==> src/rtl/ccp_pkg.sv <==
package ccp_pkg;
  localparam int ADDR_W = 3;

  localparam logic [ADDR_W-1:0] ADDR_CTRL  = 3'd0;
  localparam logic [ADDR_W-1:0] ADDR_CMPA  = 3'd1;
  localparam logic [ADDR_W-1:0] ADDR_CMPB  = 3'd2;
  localparam logic [ADDR_W-1:0] ADDR_FLAGS = 3'd3;
  localparam logic [ADDR_W-1:0] ADDR_IEN   = 3'd4;
  localparam logic [ADDR_W-1:0] ADDR_COUNT = 3'd5;

  localparam int CTRL_W  = 6;
  localparam int C_RUN   = 0;
  localparam int C_CAP   = 1;
  localparam int C_BUF   = 2;
  localparam int C_INV   = 3;
  localparam int C_EDGE  = 4;
  localparam int C_SWCLR = 6;

  localparam int NFLAG  = 5;
  localparam int F_CMPA = 0;
  localparam int F_CMPB = 1;
  localparam int F_CAPA = 2;
  localparam int F_CAPB = 3;
  localparam int F_OVR  = 4;

  typedef enum logic [1:0] {
    EDGE_NONE = 2'b00,
    EDGE_RISE = 2'b01,
    EDGE_FALL = 2'b10,
    EDGE_BOTH = 2'b11
  } edge_sel_e;
endpackage

==> src/rtl/ccp_counter.sv <==
module ccp_counter #(
  parameter int W = 16
) (
  input  logic         clk,
  input  logic         rst_n,
  input  logic         run,
  input  logic         cnt_en,
  input  logic         cmp_mode,
  input  logic         sw_clr,
  input  logic [W-1:0] period,
  output logic [W-1:0] count,
  output logic         tick,
  output logic         wrap
);
  logic [W-1:0] cnt_q, cnt_d;
  logic         at_end;

  assign tick   = run & cnt_en;
  assign at_end = cmp_mode & (cnt_q >= period);
  assign wrap   = tick & at_end & ~sw_clr;

  always_comb begin
    cnt_d = cnt_q;
    if (sw_clr)
      cnt_d = '0;
    else if (tick) begin
      if (at_end)
        cnt_d = '0;
      else
        cnt_d = cnt_q + W'(1);
    end
  end

  always_ff @(posedge clk or negedge rst_n) begin
    if (!rst_n)
      cnt_q <= '0;
    else
      cnt_q <= cnt_d;
  end

  assign count = cnt_q;
endmodule

==> src/rtl/ccp_capture.sv <==
module ccp_capture
  import ccp_pkg::*;
(
  input  logic      clk,
  input  logic      rst_n,
  input  logic      trig,
  input  logic      enable,
  input  edge_sel_e edge_sel,
  output logic      cap_ev
);
  logic s1_q, s2_q, prev_q;
  logic rise, fall;

  always_ff @(posedge clk or negedge rst_n) begin
    if (!rst_n) begin
      s1_q   <= 1'b0;
      s2_q   <= 1'b0;
      prev_q <= 1'b0;
    end else begin
      s1_q   <= trig;
      s2_q   <= s1_q;
      prev_q <= s2_q;
    end
  end

  assign rise = s2_q & ~prev_q;
  assign fall = ~s2_q & prev_q;

  always_comb begin
    cap_ev = 1'b0;
    if (enable) begin
      unique case (edge_sel)
        EDGE_RISE: cap_ev = rise;
        EDGE_FALL: cap_ev = fall;
        EDGE_BOTH: cap_ev = rise | fall;
        default:   cap_ev = 1'b0;
      endcase
    end
  end
endmodule

==> src/rtl/ccp_pwm.sv <==
module ccp_pwm (
  input  logic clk,
  input  logic rst_n,
  input  logic run,
  input  logic inv,
  input  logic sw_clr,
  input  logic set_ev,
  input  logic clr_ev,
  output logic pwm_out
);
  logic raw_q, raw_d;

  always_comb begin
    raw_d = raw_q;
    if (!run || sw_clr || clr_ev)
      raw_d = 1'b0;
    else if (set_ev)
      raw_d = 1'b1;
  end

  always_ff @(posedge clk or negedge rst_n) begin
    if (!rst_n)
      raw_q <= 1'b0;
    else
      raw_q <= raw_d;
  end

  assign pwm_out = run ? (raw_q ^ inv) : inv;
endmodule

==> src/rtl/ccp_timer_chan.sv <==
module ccp_timer_chan
  import ccp_pkg::*;
#(
  parameter int W = 16
) (
  input  logic              clk,
  input  logic              rst_n,
  input  logic              cnt_en,
  input  logic              trig_a,
  input  logic              trig_b,
  input  logic              wr_en,
  input  logic [ADDR_W-1:0] wr_addr,
  input  logic [W-1:0]      wr_data,
  input  logic              rd_en,
  input  logic [ADDR_W-1:0] rd_addr,
  output logic [W-1:0]      rd_data,
  output logic              pwm_out,
  output logic              irq
);
  localparam int NREG = 2;

  // reset: asserted asynchronously, released on a clock edge
  logic [1:0] rsync_q;
  logic       srst_n;
  always_ff @(posedge clk or negedge rst_n) begin
    if (!rst_n)
      rsync_q <= 2'b00;
    else
      rsync_q <= {rsync_q[0], 1'b1};
  end
  assign srst_n = rsync_q[1];

  // control register
  logic              wr_ctrl, wr_flags, wr_ien;
  logic [CTRL_W-1:0] ctrl_q, ctrl_d;
  logic [NFLAG-1:0]  ien_q, ien_d;
  logic              run, cmp_mode, buf_en, inv, sw_clr;
  edge_sel_e         edge_sel;

  assign wr_ctrl  = wr_en & (wr_addr == ADDR_CTRL);
  assign wr_flags = wr_en & (wr_addr == ADDR_FLAGS);
  assign wr_ien   = wr_en & (wr_addr == ADDR_IEN);
  assign sw_clr   = wr_ctrl & wr_data[C_SWCLR];

  always_comb begin
    ctrl_d = wr_ctrl ? wr_data[CTRL_W-1:0] : ctrl_q;
    ien_d  = wr_ien  ? wr_data[NFLAG-1:0]  : ien_q;
  end

  always_ff @(posedge clk or negedge srst_n) begin
    if (!srst_n) begin
      ctrl_q <= '0;
      ien_q  <= '0;
    end else begin
      ctrl_q <= ctrl_d;
      ien_q  <= ien_d;
    end
  end

  assign run      = ctrl_q[C_RUN];
  assign cmp_mode = ~ctrl_q[C_CAP];
  assign buf_en   = ctrl_q[C_BUF];
  assign inv      = ctrl_q[C_INV];
  assign edge_sel = edge_sel_e'(ctrl_q[C_EDGE+1:C_EDGE]);

  // counter
  logic [W-1:0] count;
  logic [W-1:0] act_w [NREG];
  logic [W-1:0] period;
  logic         tick, wrap;

  assign period = act_w[1];

  ccp_counter #(.W(W)) u_cnt (
    .clk      (clk),
    .rst_n    (srst_n),
    .run      (run),
    .cnt_en   (cnt_en),
    .cmp_mode (cmp_mode),
    .sw_clr   (sw_clr),
    .period   (period),
    .count    (count),
    .tick     (tick),
    .wrap     (wrap)
  );

  // A/B registers: compare values or capture latches
  logic [NREG-1:0] trig_in;
  logic [NREG-1:0] cap_ev;
  logic [NREG-1:0] full_w;
  assign trig_in = {trig_b, trig_a};

  for (genvar i = 0; i < NREG; i++) begin : g_reg
    localparam logic [ADDR_W-1:0] MY_ADDR = (i == 0) ? ADDR_CMPA : ADDR_CMPB;
    logic [W-1:0] act_q, act_d, shd_q, shd_d;
    logic         full_q, full_d;
    logic         wr_me, rd_me;

    assign wr_me = wr_en & (wr_addr == MY_ADDR);
    assign rd_me = rd_en & (rd_addr == MY_ADDR);

    ccp_capture u_cap (
      .clk      (clk),
      .rst_n    (srst_n),
      .trig     (trig_in[i]),
      .enable   (~cmp_mode),
      .edge_sel (edge_sel),
      .cap_ev   (cap_ev[i])
    );

    always_comb begin
      act_d  = act_q;
      shd_d  = wr_me ? wr_data : shd_q;
      full_d = full_q;
      if (cap_ev[i])
        act_d = count;
      else if (wr_me && !buf_en)
        act_d = wr_data;
      else if (wrap && buf_en)
        act_d = shd_q;
      if (cap_ev[i])
        full_d = 1'b1;
      else if (rd_me)
        full_d = 1'b0;
    end

    always_ff @(posedge clk or negedge srst_n) begin
      if (!srst_n) begin
        act_q  <= '0;
        shd_q  <= '0;
        full_q <= 1'b0;
      end else begin
        act_q  <= act_d;
        shd_q  <= shd_d;
        full_q <= full_d;
      end
    end

    assign act_w[i]  = act_q;
    assign full_w[i] = full_q;
  end

  // compare-A event: only when A lies inside the period
  logic a_hit;
  assign a_hit = tick & cmp_mode & ~sw_clr & (count == act_w[0]) & (act_w[0] < act_w[1]);

  ccp_pwm u_pwm (
    .clk     (clk),
    .rst_n   (srst_n),
    .run     (run),
    .inv     (inv),
    .sw_clr  (sw_clr),
    .set_ev  (a_hit),
    .clr_ev  (wrap),
    .pwm_out (pwm_out)
  );

  // interrupt flags
  logic [NFLAG-1:0] ev, flags_q, flags_d, clr_mask;
  always_comb begin
    ev         = '0;
    ev[F_CMPA] = a_hit;
    ev[F_CMPB] = wrap;
    ev[F_CAPA] = cap_ev[0];
    ev[F_CAPB] = cap_ev[1];
    ev[F_OVR]  = |(cap_ev & full_w);
    clr_mask   = wr_flags ? wr_data[NFLAG-1:0] : '0;
    flags_d    = (flags_q & ~clr_mask) | ev;
  end

  always_ff @(posedge clk or negedge srst_n) begin
    if (!srst_n)
      flags_q <= '0;
    else
      flags_q <= flags_d;
  end

  assign irq = |(flags_q & ien_q);

  // read mux
  always_comb begin
    rd_data = '0;
    unique case (rd_addr)
      ADDR_CTRL:  rd_data = W'(ctrl_q);
      ADDR_CMPA:  rd_data = act_w[0];
      ADDR_CMPB:  rd_data = act_w[1];
      ADDR_FLAGS: rd_data = W'(flags_q);
      ADDR_IEN:   rd_data = W'(ien_q);
      ADDR_COUNT: rd_data = count;
      default:    rd_data = '0;
    endcase
  end
endmodule

==> config.mk <==
export PLATFORM = sky130hd
export DESIGN_NAME = ccp_timer_chan
export DESIGN_NICKNAME = d
export VERILOG_FILES = /design/src/rtl/ccp_pkg.sv /design/src/rtl/ccp_counter.sv /design/src/rtl/ccp_capture.sv /design/src/rtl/ccp_pwm.sv /design/src/rtl/ccp_timer_chan.sv
export SDC_FILE = /design/constraint.sdc
export NUM_CORES = 1
export LEC_CHECK = 0
export BUFFER_PORTS_ARGS = -buffer_cell sky130_fd_sc_hd__buf_2
export CAP_MARGIN = 10
export CORE_ASPECT_RATIO = 1.4
export CORE_MARGIN = 2
export CORE_UTILIZATION = 61
export DETAILED_ROUTE_END_ITERATION = 10
export PLACE_DENSITY = 0.81
export SLEW_MARGIN = 15
export SYNTH_ARGS = -nofsm -noshare
export SYNTH_HDL_FRONTEND = slang
export SYNTH_SLANG_ARGS = --single-unit
==> constraint.sdc <==
create_clock -name clk -period 3.6 [get_ports clk]
set_input_delay 1.08 -clock clk [delete_from_list [all_inputs] [get_ports clk]]
set_output_delay 1.08 -clock clk [all_outputs]
set_load 0.02 [all_outputs]
==> results by group <==
Synthesis
  – Synth Area in Adders: 6.92%
  – Count leader, synth: nand2_1
  – Synth warn: 0
  – Post-Syn Nets: 772
  – Simple-Gate Fraction of Synth Area: 19.1%
  – Main combinational cell family by area after synthesis: simple AND/OR/NAND/NOR gates
  – Compound-Gate Fraction of Synth Area: 12.4%
  – Cell Area, Synth: 6510 µm²
  – Syn Inst Count: 707
  – Seq/Total Area, Yosys: 41.1%
  – Netlist cell types: 58
  – Post-synth EDFFs: 0
  – Area leader, netlist: dfrtp_1
  – Main area contributors after synthesis: dfrtp_1, nand2_1, ha_1
  – FF+latch count, synth: 107
  – Xor/xnor share of the synthesized area: 3.90%
  – Async S/R FF share, synth: 100%
  – Yosys top cell area share: 41.1%
  – Synth cell count leaders: nand2_1, dfrtp_1, o21ai_0, mux2_2, nand3_1
  – Post-synthesis mux area share: 11.0%
  – Synth Flop Type: dfrtp_1
  – Mapped Avg Cell Area: 9.21 µm²

Worst setup path
  – Crit-path max FO: 12
  – CP startpoint: rd_addr[1]
  – R2r setup slk: 610 ps
  – Worst setup EP type: output port
  – R2r startpoint: u_cnt.count[13]
  – Worst Path Arrival: 2340 ps
  – Critical R2R Capture: g_reg[1].act_q[15]
  – FF-to-FF path depth: 8
  – Crit path to: rd_data[14]
  – Setup crit start kind: primary input
  – Worst path required time: 2520 ps
  – WS Path Type: primary input to output port

Layout
  – Fin util: 68.9%
  – Area growth, synth to finish: 10.1%
  – Final Non-Filler Cells: 882
  – Layout cell share with drive strength beyond 1: 18.0%
  – Final Instance Area: 7170 µm²
  – Diode count: 0
  – Nets@finish: 804

Clocking
  – Setup Fix Bufs, Post-CTS: 0
  – CTS resizes: 0
  – Worst skew pair latency: 360 ps
  – Cts hold-fix bufs: 0
  – Clock transition at path regs: 80 ps
  – Clock H-tree levels: 3
  – Clock tree buffer depth: 2
  – Root buf cell: clkbuf_16
  – CTS tree: done
  – Total CTS buffers: 9
  – # clock sinks: 107

Timing
  – Final worst slack: 184 ps
  – Max frequency: 0.293 GHz
  – Clk_skew: 9.02 ps
  – Count of pins over their slew limit: 0
  – Final period util: 94.9%
  – Least-Margin Pin Slew: 741 ps
  – Final Hold Viols: 0
  – Slew headroom: 50.6%
  – # setup viols final: 0
  – RSZ-0062 raised after global routing: false
  – TNS Setup: 0 ps
  – Worst hold slack: 266 ps
  – Fin crit period: 3420 ps

Placed design
  – Final GP Congestion: 0.978
  – # placed instances: 865
  – HPWL Detailed: 12.8 mm
  – DP Area: 6810 µm²
  – Port Buf Inserts: 46
  – Pre-CTS setup slack: 215 ps

Drt
  – Final wirelength: 18.0 mm
  – Vias per cell: 6.35
  – DR pass1 iterations: 7
  – Drt wl/cell: 20.4 µm
  – Routed Antenna Nets: 0
  – Vias: 5,602
  – Drt drc: 0
  – Number of DRC markers in iteration 0: 610

Floorplanning
  – Die W: 91.3 µm
  – Core area: 10,400 µm²
  – Die Y-Extent: 126 µm
  – Row cnt: 44
  – I/O pin cnt: 47
  – Die area: 11,500 µm²
  – Initial Util: 62.6%

Global route
  – Initial antenna violation count: 0
  – Vias in the first global route: 5,476
  – GRT overflow: 0
  – Gr usage total: 32.5%
  – Largest net degree at the start of global routing: 84
  – Global-route wire length before repair: 29.0 mm

Min path
  – Worst hold-check path type: register to asynchronous set/reset pin

Pwr
  – VDD IR-drop max: 377 µV
  – Pwr dens: 653 nW/µm²
  – Static Leakage: 3.43 nW
  – Pwr Total: 4.68 mW

Outcome
  – Status: finished, final reports clean

Run
  – Max-cap violations: 0
==> worst min path at each step <==
stage	start	cells past startpoint	slack, ps	to
floorplan	g_reg[0].u_cap.s1_q	0	330	g_reg[0].u_cap.s2_q
global placement	g_reg[1].u_cap.s1_q	0	340	g_reg[1].u_cap.s2_q
detailed placement	g_reg[0].u_cap.s1_q	0	340	g_reg[0].u_cap.s2_q
CTS	g_reg[0].u_cap.s1_q	0	360	g_reg[0].u_cap.s2_q
global route	rsync_q[1]	0	300	g_reg[0].shd_q[12]
finish	rsync_q[1]	0	270	g_reg[0].shd_q[12]
==> registers in the layout, indices dropped and copies added (netlist names) <==
name / flops
g.shd_q: 32
u_cnt.count: 16
flags_q: 5
rsync_q: 2
g.full_q: 2
ien_q: 5
g.u_cap.s2_q: 2
ctrl_q: 6
g.act_q: 32
g.u_cap.s1_q: 2
u_pwm.raw_q: 1
g.u_cap.prev_q: 2
==> per-layer routing <==
layer / global-route usage (%) / share of wire (%) / vias to the layer above
li1: - / - / 2525
met2: 53.1 / 50 / 270
met3: 4.43 / 6.8 / 53
met1: 43.3 / 40 / 2754
met5: 0 / 0 / -
met4: 14.6 / 3.5 / 0
==> kinds of logic after synthesis <==
| family | count (synthesis) |
|---|---|
| buf+inv | 74 |
| fa+ha+maj | 36 |
| simple gates | 268 |
| other cells | 1 |
| compound gates | 128 |
| xor+xnor | 29 |
| flops | 107 |
| mux | 64 |
==> power breakdown <==
part | leakage [nW] | internal (mW) | total (mW) | switching (mW)
sequential | 1.33 | 1.54 | 1.92 | 0.381
clock | 0.159 | 0.620 | 1.09 | 0.469
combinational | 1.94 | 0.734 | 1.67 | 0.932
==> area by class of cell <==
class	instances	area [µm²]
clock buffers	10	229
clock inverters	6	97.6
fillers	798	3240
inverters	29	109
multi-input cells	526	3480
flip-flops and latches	107	2680
well taps	138	173
repair buffers	66	400
==> critical path, stage by stage <==
cell and delay, ps:
buf_2 200, nor2b_1 320, buf_4 260, a22oi_1 90, o21ai_0 180, buf_2 190
==> cells in the final DEF, fill, tap and decap left out, types with 2 or more instances in the layout <==
cell       Yosys  routed
ha_1          36      36
o211ai_1       3       3
and4bb_2       2       2
a21oi_1       14      14
xnor2_1       21      21
o221ai_1       3       3
nor2b_1        5       5
bufinv_16      0       2
inv_1         29      29
buf_2          8      46
o21ai_0       52      52
nand2b_1       4       4
a21o_1         3       3
mux4_2         2       2
a32oi_2        2       2
xor2_1         8       8
mux2i_1       24      24
buf_4          2      19
clkbuf_16      0       9
o22ai_1       22      22
and2_1         4       4
clkinv_4       0       2
nor2_1        33      33
nand4_1       11      11
mux2_2        38      38
a22oi_1       13      13
nand2_1      145     145
nor3_1         6       6
nor3b_1        3       3
nand3_1       38      38
and3b_1        2       2
o21a_1         4       4
dfrtp_1      107     106
nor4_1         4       4
o2111ai_1      3       3
Power figures use the tool's default switching activity.
